==> config.mk <==
export PLATFORM = sky130hd
export DESIGN_NAME = irq_pend_ctrl
export DESIGN_NICKNAME = d
export VERILOG_FILES = /design/src/rtl/irqc_pkg.sv /design/src/rtl/irqc_sync.sv /design/src/rtl/irqc_mask_reg.sv /design/src/rtl/irqc_views.sv /design/src/rtl/irq_pend_ctrl.sv
export SDC_FILE = /design/constraint.sdc
export NUM_CORES = 1
export LEC_CHECK = 0
export BUFFER_PORTS_ARGS = -buffer_cell sky130_fd_sc_hd__buf_2
export CORE_ASPECT_RATIO = 0.75
export CORE_UTILIZATION = 53
export CTS_BUF_LIST = sky130_fd_sc_hd__clkbuf_4 sky130_fd_sc_hd__clkbuf_8 sky130_fd_sc_hd__clkbuf_16
export DETAILED_ROUTE_END_ITERATION = 12
export PLACE_DENSITY = 0.81
export SKIP_CTS_REPAIR_TIMING = 1
export SLEW_MARGIN = 20
export SYNTH_ARGS = -nofsm -noshare
export SYNTH_HDL_FRONTEND = slang
export SYNTH_HIERARCHICAL = 1
export SYNTH_SLANG_ARGS = --single-unit
==> constraint.sdc <==
create_clock -name clk -period 1.35 [get_ports clk]
set_input_delay 0 -clock clk [delete_from_list [all_inputs] [get_ports clk]]
set_output_delay 0 -clock clk [all_outputs]
set_load 0.02 [all_outputs]
==> src/rtl/irqc_pkg.sv <==
package irqc_pkg;

    localparam int SRC_W  = 24;
    localparam int REG_W  = 32;
    localparam int KEY_W  = 8;
    localparam int KB_BIT = 6;
    localparam int ADDR_W = 2;

    typedef enum logic [ADDR_W-1:0] {
        SEL_MASK = 2'd0,
        SEL_PEND = 2'd1,
        SEL_STAT = 2'd2,
        SEL_RSVD = 2'd3
    } reg_sel_e;

    typedef struct packed {
        logic [SRC_W-1:0] pend;
        logic [SRC_W-1:0] stat;
        logic             any;
    } view_t;

    function automatic logic [REG_W-1:0] pad_word(input logic [SRC_W-1:0] v);
        return {{(REG_W-SRC_W){1'b0}}, v};
    endfunction

endpackage

==> src/rtl/irqc_sync.sv <==
module irqc_sync #(
    parameter int WIDTH = 8
) (
    input  logic             clk,
    input  logic             rst,
    input  logic [WIDTH-1:0] d_in,
    output logic [WIDTH-1:0] d_out
);
    logic [WIDTH-1:0] meta_q;
    logic [WIDTH-1:0] safe_q;

    always_ff @(posedge clk) begin
        if (rst) begin
            meta_q <= '0;
            safe_q <= '0;
        end else begin
            meta_q <= d_in;
            safe_q <= meta_q;
        end
    end

    assign d_out = safe_q;
endmodule

==> src/rtl/irqc_mask_reg.sv <==
module irqc_mask_reg #(
    parameter int WIDTH = 24
) (
    input  logic             clk,
    input  logic             rst,
    input  logic             wr_en,
    input  logic [WIDTH-1:0] wdata,
    output logic [WIDTH-1:0] mask_q
);
    always_ff @(posedge clk) begin
        if (rst)
            mask_q <= '1;
        else if (wr_en)
            mask_q <= wdata;
    end

    AST_MASK_RST_ONES: assert property (@(posedge clk) disable iff (rst)
        $past(rst) |-> (&mask_q)) else $error("mask not all ones after reset");
endmodule

==> src/rtl/irqc_views.sv <==
module irqc_views
    import irqc_pkg::*;
(
    input  logic [SRC_W-1:0] src_sync,
    input  logic [KEY_W-1:0] key_sync,
    input  logic [SRC_W-1:0] mask,
    output view_t            view
);
    logic [SRC_W-1:0] pend_w;
    logic             key_any;

    assign key_any = |key_sync;

    for (genvar i = 0; i < SRC_W; i++) begin : g_slot
        if (i == KB_BIT) begin : g_kb
            assign pend_w[i] = key_any;
        end else begin : g_src
            assign pend_w[i] = src_sync[i];
        end
    end

    always_comb begin
        view.pend = pend_w;
        view.stat = pend_w & ~mask;
        view.any  = |view.stat;
    end
endmodule

==> src/rtl/irq_pend_ctrl.sv <==
module irq_pend_ctrl
    import irqc_pkg::*;
(
    input  logic              clk,
    input  logic              rst,
    input  logic [SRC_W-1:0]  periph_req,
    input  logic [KEY_W-1:0]  key_in,
    input  logic              bus_wr,
    input  logic [ADDR_W-1:0] bus_addr,
    input  logic [REG_W-1:0]  bus_wdata,
    output logic [REG_W-1:0]  bus_rdata,
    output logic              irq_out
);
    localparam logic [SRC_W-1:0] KB_ONEHOT = SRC_W'(1) << KB_BIT;
    localparam int               AGE_W     = 2;

    logic [SRC_W-1:0] src_sync;
    logic [KEY_W-1:0] key_sync;
    logic [SRC_W-1:0] mask_q;
    logic             mask_wr;
    view_t            view;
    reg_sel_e         sel;

    assign sel     = reg_sel_e'(bus_addr);
    assign mask_wr = bus_wr && (sel == SEL_MASK);

    irqc_sync #(.WIDTH(SRC_W)) u_sync_src (
        .clk(clk), .rst(rst), .d_in(periph_req), .d_out(src_sync));

    irqc_sync #(.WIDTH(KEY_W)) u_sync_key (
        .clk(clk), .rst(rst), .d_in(key_in), .d_out(key_sync));

    irqc_mask_reg #(.WIDTH(SRC_W)) u_mask (
        .clk(clk), .rst(rst), .wr_en(mask_wr),
        .wdata(bus_wdata[SRC_W-1:0]), .mask_q(mask_q));

    irqc_views u_views (
        .src_sync(src_sync), .key_sync(key_sync), .mask(mask_q), .view(view));

    always_comb begin
        unique case (sel)
            SEL_MASK: bus_rdata = pad_word(mask_q);
            SEL_PEND: bus_rdata = pad_word(view.pend);
            SEL_STAT: bus_rdata = pad_word(view.stat);
            default:  bus_rdata = '0;
        endcase
    end

    assign irq_out = view.any;

    // cycles since reset, saturating; gates the latency checks
    logic [AGE_W-1:0] age_q;
    always_ff @(posedge clk) begin
        if (rst)
            age_q <= '0;
        else if (age_q != AGE_W'(2))
            age_q <= age_q + AGE_W'(1);
    end

    AST_PEND_LATENCY: assert property (@(posedge clk) disable iff (rst)
        (age_q == AGE_W'(2)) |-> ((view.pend & ~KB_ONEHOT) == ($past(periph_req, 2) & ~KB_ONEHOT)))
        else $error("pending does not follow sources");
    AST_KEY_WAKE: assert property (@(posedge clk) disable iff (rst)
        (age_q == AGE_W'(2)) |-> (view.pend[KB_BIT] == (|$past(key_in, 2))))
        else $error("keyboard bit is not OR of keys");
    AST_IRQ_UNMASKED: assert property (@(posedge clk) disable iff (rst)
        irq_out == (|(src_sync & ~KB_ONEHOT & ~mask_q) || ((|key_sync) && !mask_q[KB_BIT])))
        else $error("irq_out disagrees with unmasked requests");
    AST_RO_NO_WRITE: assert property (@(posedge clk) disable iff (rst)
        (bus_wr && (sel != SEL_MASK)) |=> $stable(mask_q))
        else $error("read-only write changed mask");
    AST_UPPER_ZERO: assert property (@(posedge clk) disable iff (rst)
        bus_rdata[REG_W-1:SRC_W] == '0)
        else $error("unused bits not zero");
endmodule

# After elaboration in Yosys (flattened, before gate mapping)
# Cells that the tools add are included.
totals:
  word_cells: 14
  ff_bits: 88
  out_inout_bits: 33
op_classes:
  n_reduce_logical: 4
  n_mux: 1
  eq_ne: 2
  bitwise_logic: 2
ops:
  columns: ["operator", "n"]
  rows:
  - ["$pmux 24 s3", 1]
  - ["$and 24x24->24", 1]
  - ["$not 24->24", 1]
  - ["$reduce_or 24->1", 1]
  - ["$reduce_or 8->1", 1]
  - ["$eq 2x1->1 const B", 1]
  - ["$eq 2x2->1 const B", 1]
  - ["$logic_not 2->1", 1]
  - ["$logic_and 1x1->1", 1]

# Longest topological paths before layout
depth:
  word_depth: 3
  mapped_depth: 6

# Modules after synthesis
# The synthesis kept the hierarchy.
modules_own_cells:
  columns: ["mod", "seq_area_each_um2", "n_inst", "area_each_um2", "cells_each"]
  rows:
  - ["irqc_sync at u_sync_src", 960.9, 1, 1305.0, 101]
  - ["irqc_mask_reg", 480.5, 1, 897.1, 79]
  - ["irq_pend_ctrl", 0.0, 1, 767.0, 68]
  - ["irqc_sync at u_sync_key", 320.3, 1, 464.2, 33]
  - ["irqc_views", 0.0, 1, 440.4, 60]

# Worst setup path before layout
# No wires, ideal clock.
synth_path:
  path_type: "input to register"
  start: "input port bus_addr[1]"
  end: "register u_mask.mask_q[10]"
  arrival_ns: 1.092
  t_required_ns: 1.230
  setup_slack_ns: 0.139
  n_path_buf: 3
  cell_stages: 6
  cell_sequence: "buf_6 > buf_6 > nor3b_1 > buf_2 > nor2b_1 > a211o_1"
synth_between:
  elab_chain_cells: 2
synth_lines:
  columns: ["element", "line", "rtl"]
  rows:
  - ["from (decl)", "irq_pend_ctrl.sv:9", "input logic [ADDR_W-1:0] bus_addr,"]
  - ["$logic_not 2->1", "irq_pend_ctrl.sv:25", "assign mask_wr = bus_wr && (sel == SEL_MASK);"]
  - ["$logic_and 1x1->1", "irq_pend_ctrl.sv:25", null]
  - ["net mask_wr", "irq_pend_ctrl.sv:20", "logic mask_wr;"]
  - ["to (signal assigned)", "irqc_mask_reg.sv:14", "mask_q <= wdata;"]
  - ["to (decl)", "irqc_mask_reg.sv:8", "output logic [WIDTH-1:0] mask_q"]
# The timed path passes the listed nets, and every way through them passes these cells.
# A chain may end at the register's enable or synchronous reset.

==> reports/qor.csv <==
metric,value,unit
status,"complete, but fails checks",
failing checks,negative setup slack,
Post-Syn Instances,337,
setup ws final,-0.4235,ns
GRT Total Usage,17.91,%
IO buf count,84,
Clock Skews,0.01157,ns
root buf cell,clkbuf_8,
antenna violations before repair,0,
first-pass detailed-route iteration total,5,
gpl congestion,0.7930,
critical path endpoint category,primary output,
layout cell share with drive strength beyond 1,43.53,%
CP max FO,2,
startpoint types,register,
worst vdd ir,0.5838,mV
unrepaired setup endpoints after global routing,true,
fillers,475,
largest net degree at the start of global routing,52,
f_max,0.5638,GHz
HPWL Detailed,4848,um
via count,2766,
CTS sink cnt,86,
Rows,26,
Crit Path Class,reg2out,
final hold viol count,0,
"delay-heaviest family, CP",simple AND/OR/NAND/NOR gates,
NumNets Final,530,
Die ar.,7557,um^2
DRC errors left,0,
gr ovfl total,0,
Vias/cell,4.922,
leakage power,0.002159,uW
area of the multi-input gates,1859,um^2
cell count after placement,491,
"Data required, critical path",1.35,ns
min-delay worst type,in2reg,
Pwr per Cell Area,1078,nW/um^2
CP max stage delay,0.39,ns
Max clock buf depth,2,
synthesized cell area,3821,um^2
Post-Syn Area per Cell,11.34,um^2
Slew Limit Fails,0,
Worst-path clk slew,0.09,ns
floorplan core area,6897,um^2
DRT antenna net count,0,
YS warnings,6,
Num CTS Buffers,9,
WL final,8625,um
sequential standard cell area,1743,um^2
most frequent cells in the layout,"nor2b_1 (74), buf_2 (70), dfxtp_1 (69), dlygate4sd3_1 (55), buf_4 (27)",
Max Cap Viol,0,
Post-Layout Cell Count,562,
ordered cell list for the critical path,nor2b_4 > nor4_4 > nand4_1 > or3_1 > buf_6,
Die Span X,100.0,um
global-route wire length before repair,10070,um
count of final setup violators,3,
period utilisation layout,131.4,%
IO Pins,102,
Starting Density,55.41,%
H-tree levels,3,
post-DR wirelength/cell,15.35,um
vias in the first global route,2084,
"commonest non-fill, non-tap cell in the layout",nor2b_1,
CTS tree,done,
Worst EP arrival,1.77,ns
crit path max-delay cell type,or3_1,
post-route setup TNS,-0.5726,ns
Iteration-0 DRC Markers,145,
Area Overhead vs Synth,34.87,%
Hold WS,0.06913,ns
fin crit period,1.774,ns
Die Y,75.54,um
Buf/Inv on CP,1,
Antenna Cells,0,
Clock Latency Late Sink,0.36,ns
[flip-flops by register name, summed over array words and instances (netlist names)]
register and count:
u_mask/mask_q 24, u_sync_key/d_out 8, u_sync_key/meta_q 8, u_sync_src/d_out 23, u_sync_src/meta_q 23
[per-stage QoR]
stage / worst slack, ns / area (um^2) / util (%) / power (uW)
after global routing: -0.4893 / 5154 / 74.73 / 5781
after CTS: -0.5063 / 4327 / 62.74 / 5365
final: -0.4235 / 5154 / 74.73 / 5554
after floorplan: 0.1386 / 3847 / - / 3313
after detailed placement: -0.09889 / 4118 / 59.71 / 3475
after global placement: -0.05819 / 4118 / 59.71 / 3456
[report_power, final]
group	internal, uW	switching, uW
Combinational	485	416
Sequential	2660	83.4
Clock	1030	875
Total	4180	1370
[metal layers]
layer | GRT usage [%] | wire (um) | up-vias
li1 | - | - | 1345
met1 | 23.71 | 3797 | 1317
met2 | 27.59 | 4246 | 90
met3 | 6.422 | 430 | 14
met4 | 5.958 | 150 | 0
met5 | 0 | 0 | -
[layout make-up]
cell class | count | area share (%)
Clock buffer | 9 | 2.404
Clock inverter | 5 | 1.651
Multi-Input combinational cell | 204 | 36.08
Sequential cell | 86 | 33.82
Tap cell | 98 | 2.379
Timing Repair Buffer | 160 | 23.67
[final timing paths]
| kind | start | cells after the start | end | slack [ns] |
|---|---|---|---|---|
| max | u_sync_src/d_out[4] | 5 | irq_out | -0.42 |
| max reg2reg | u_mask/mask_q[0] | 3 | u_mask/mask_q[0] | 0.41 |
| min reg2reg | u_sync_key/meta_q[6] | 1 | u_sync_key/d_out[6] | 0.44 |
| min | rst | 2 | u_sync_key/meta_q[1] | 0.07 |
Note: power is estimated with default switching activity, not from simulation.
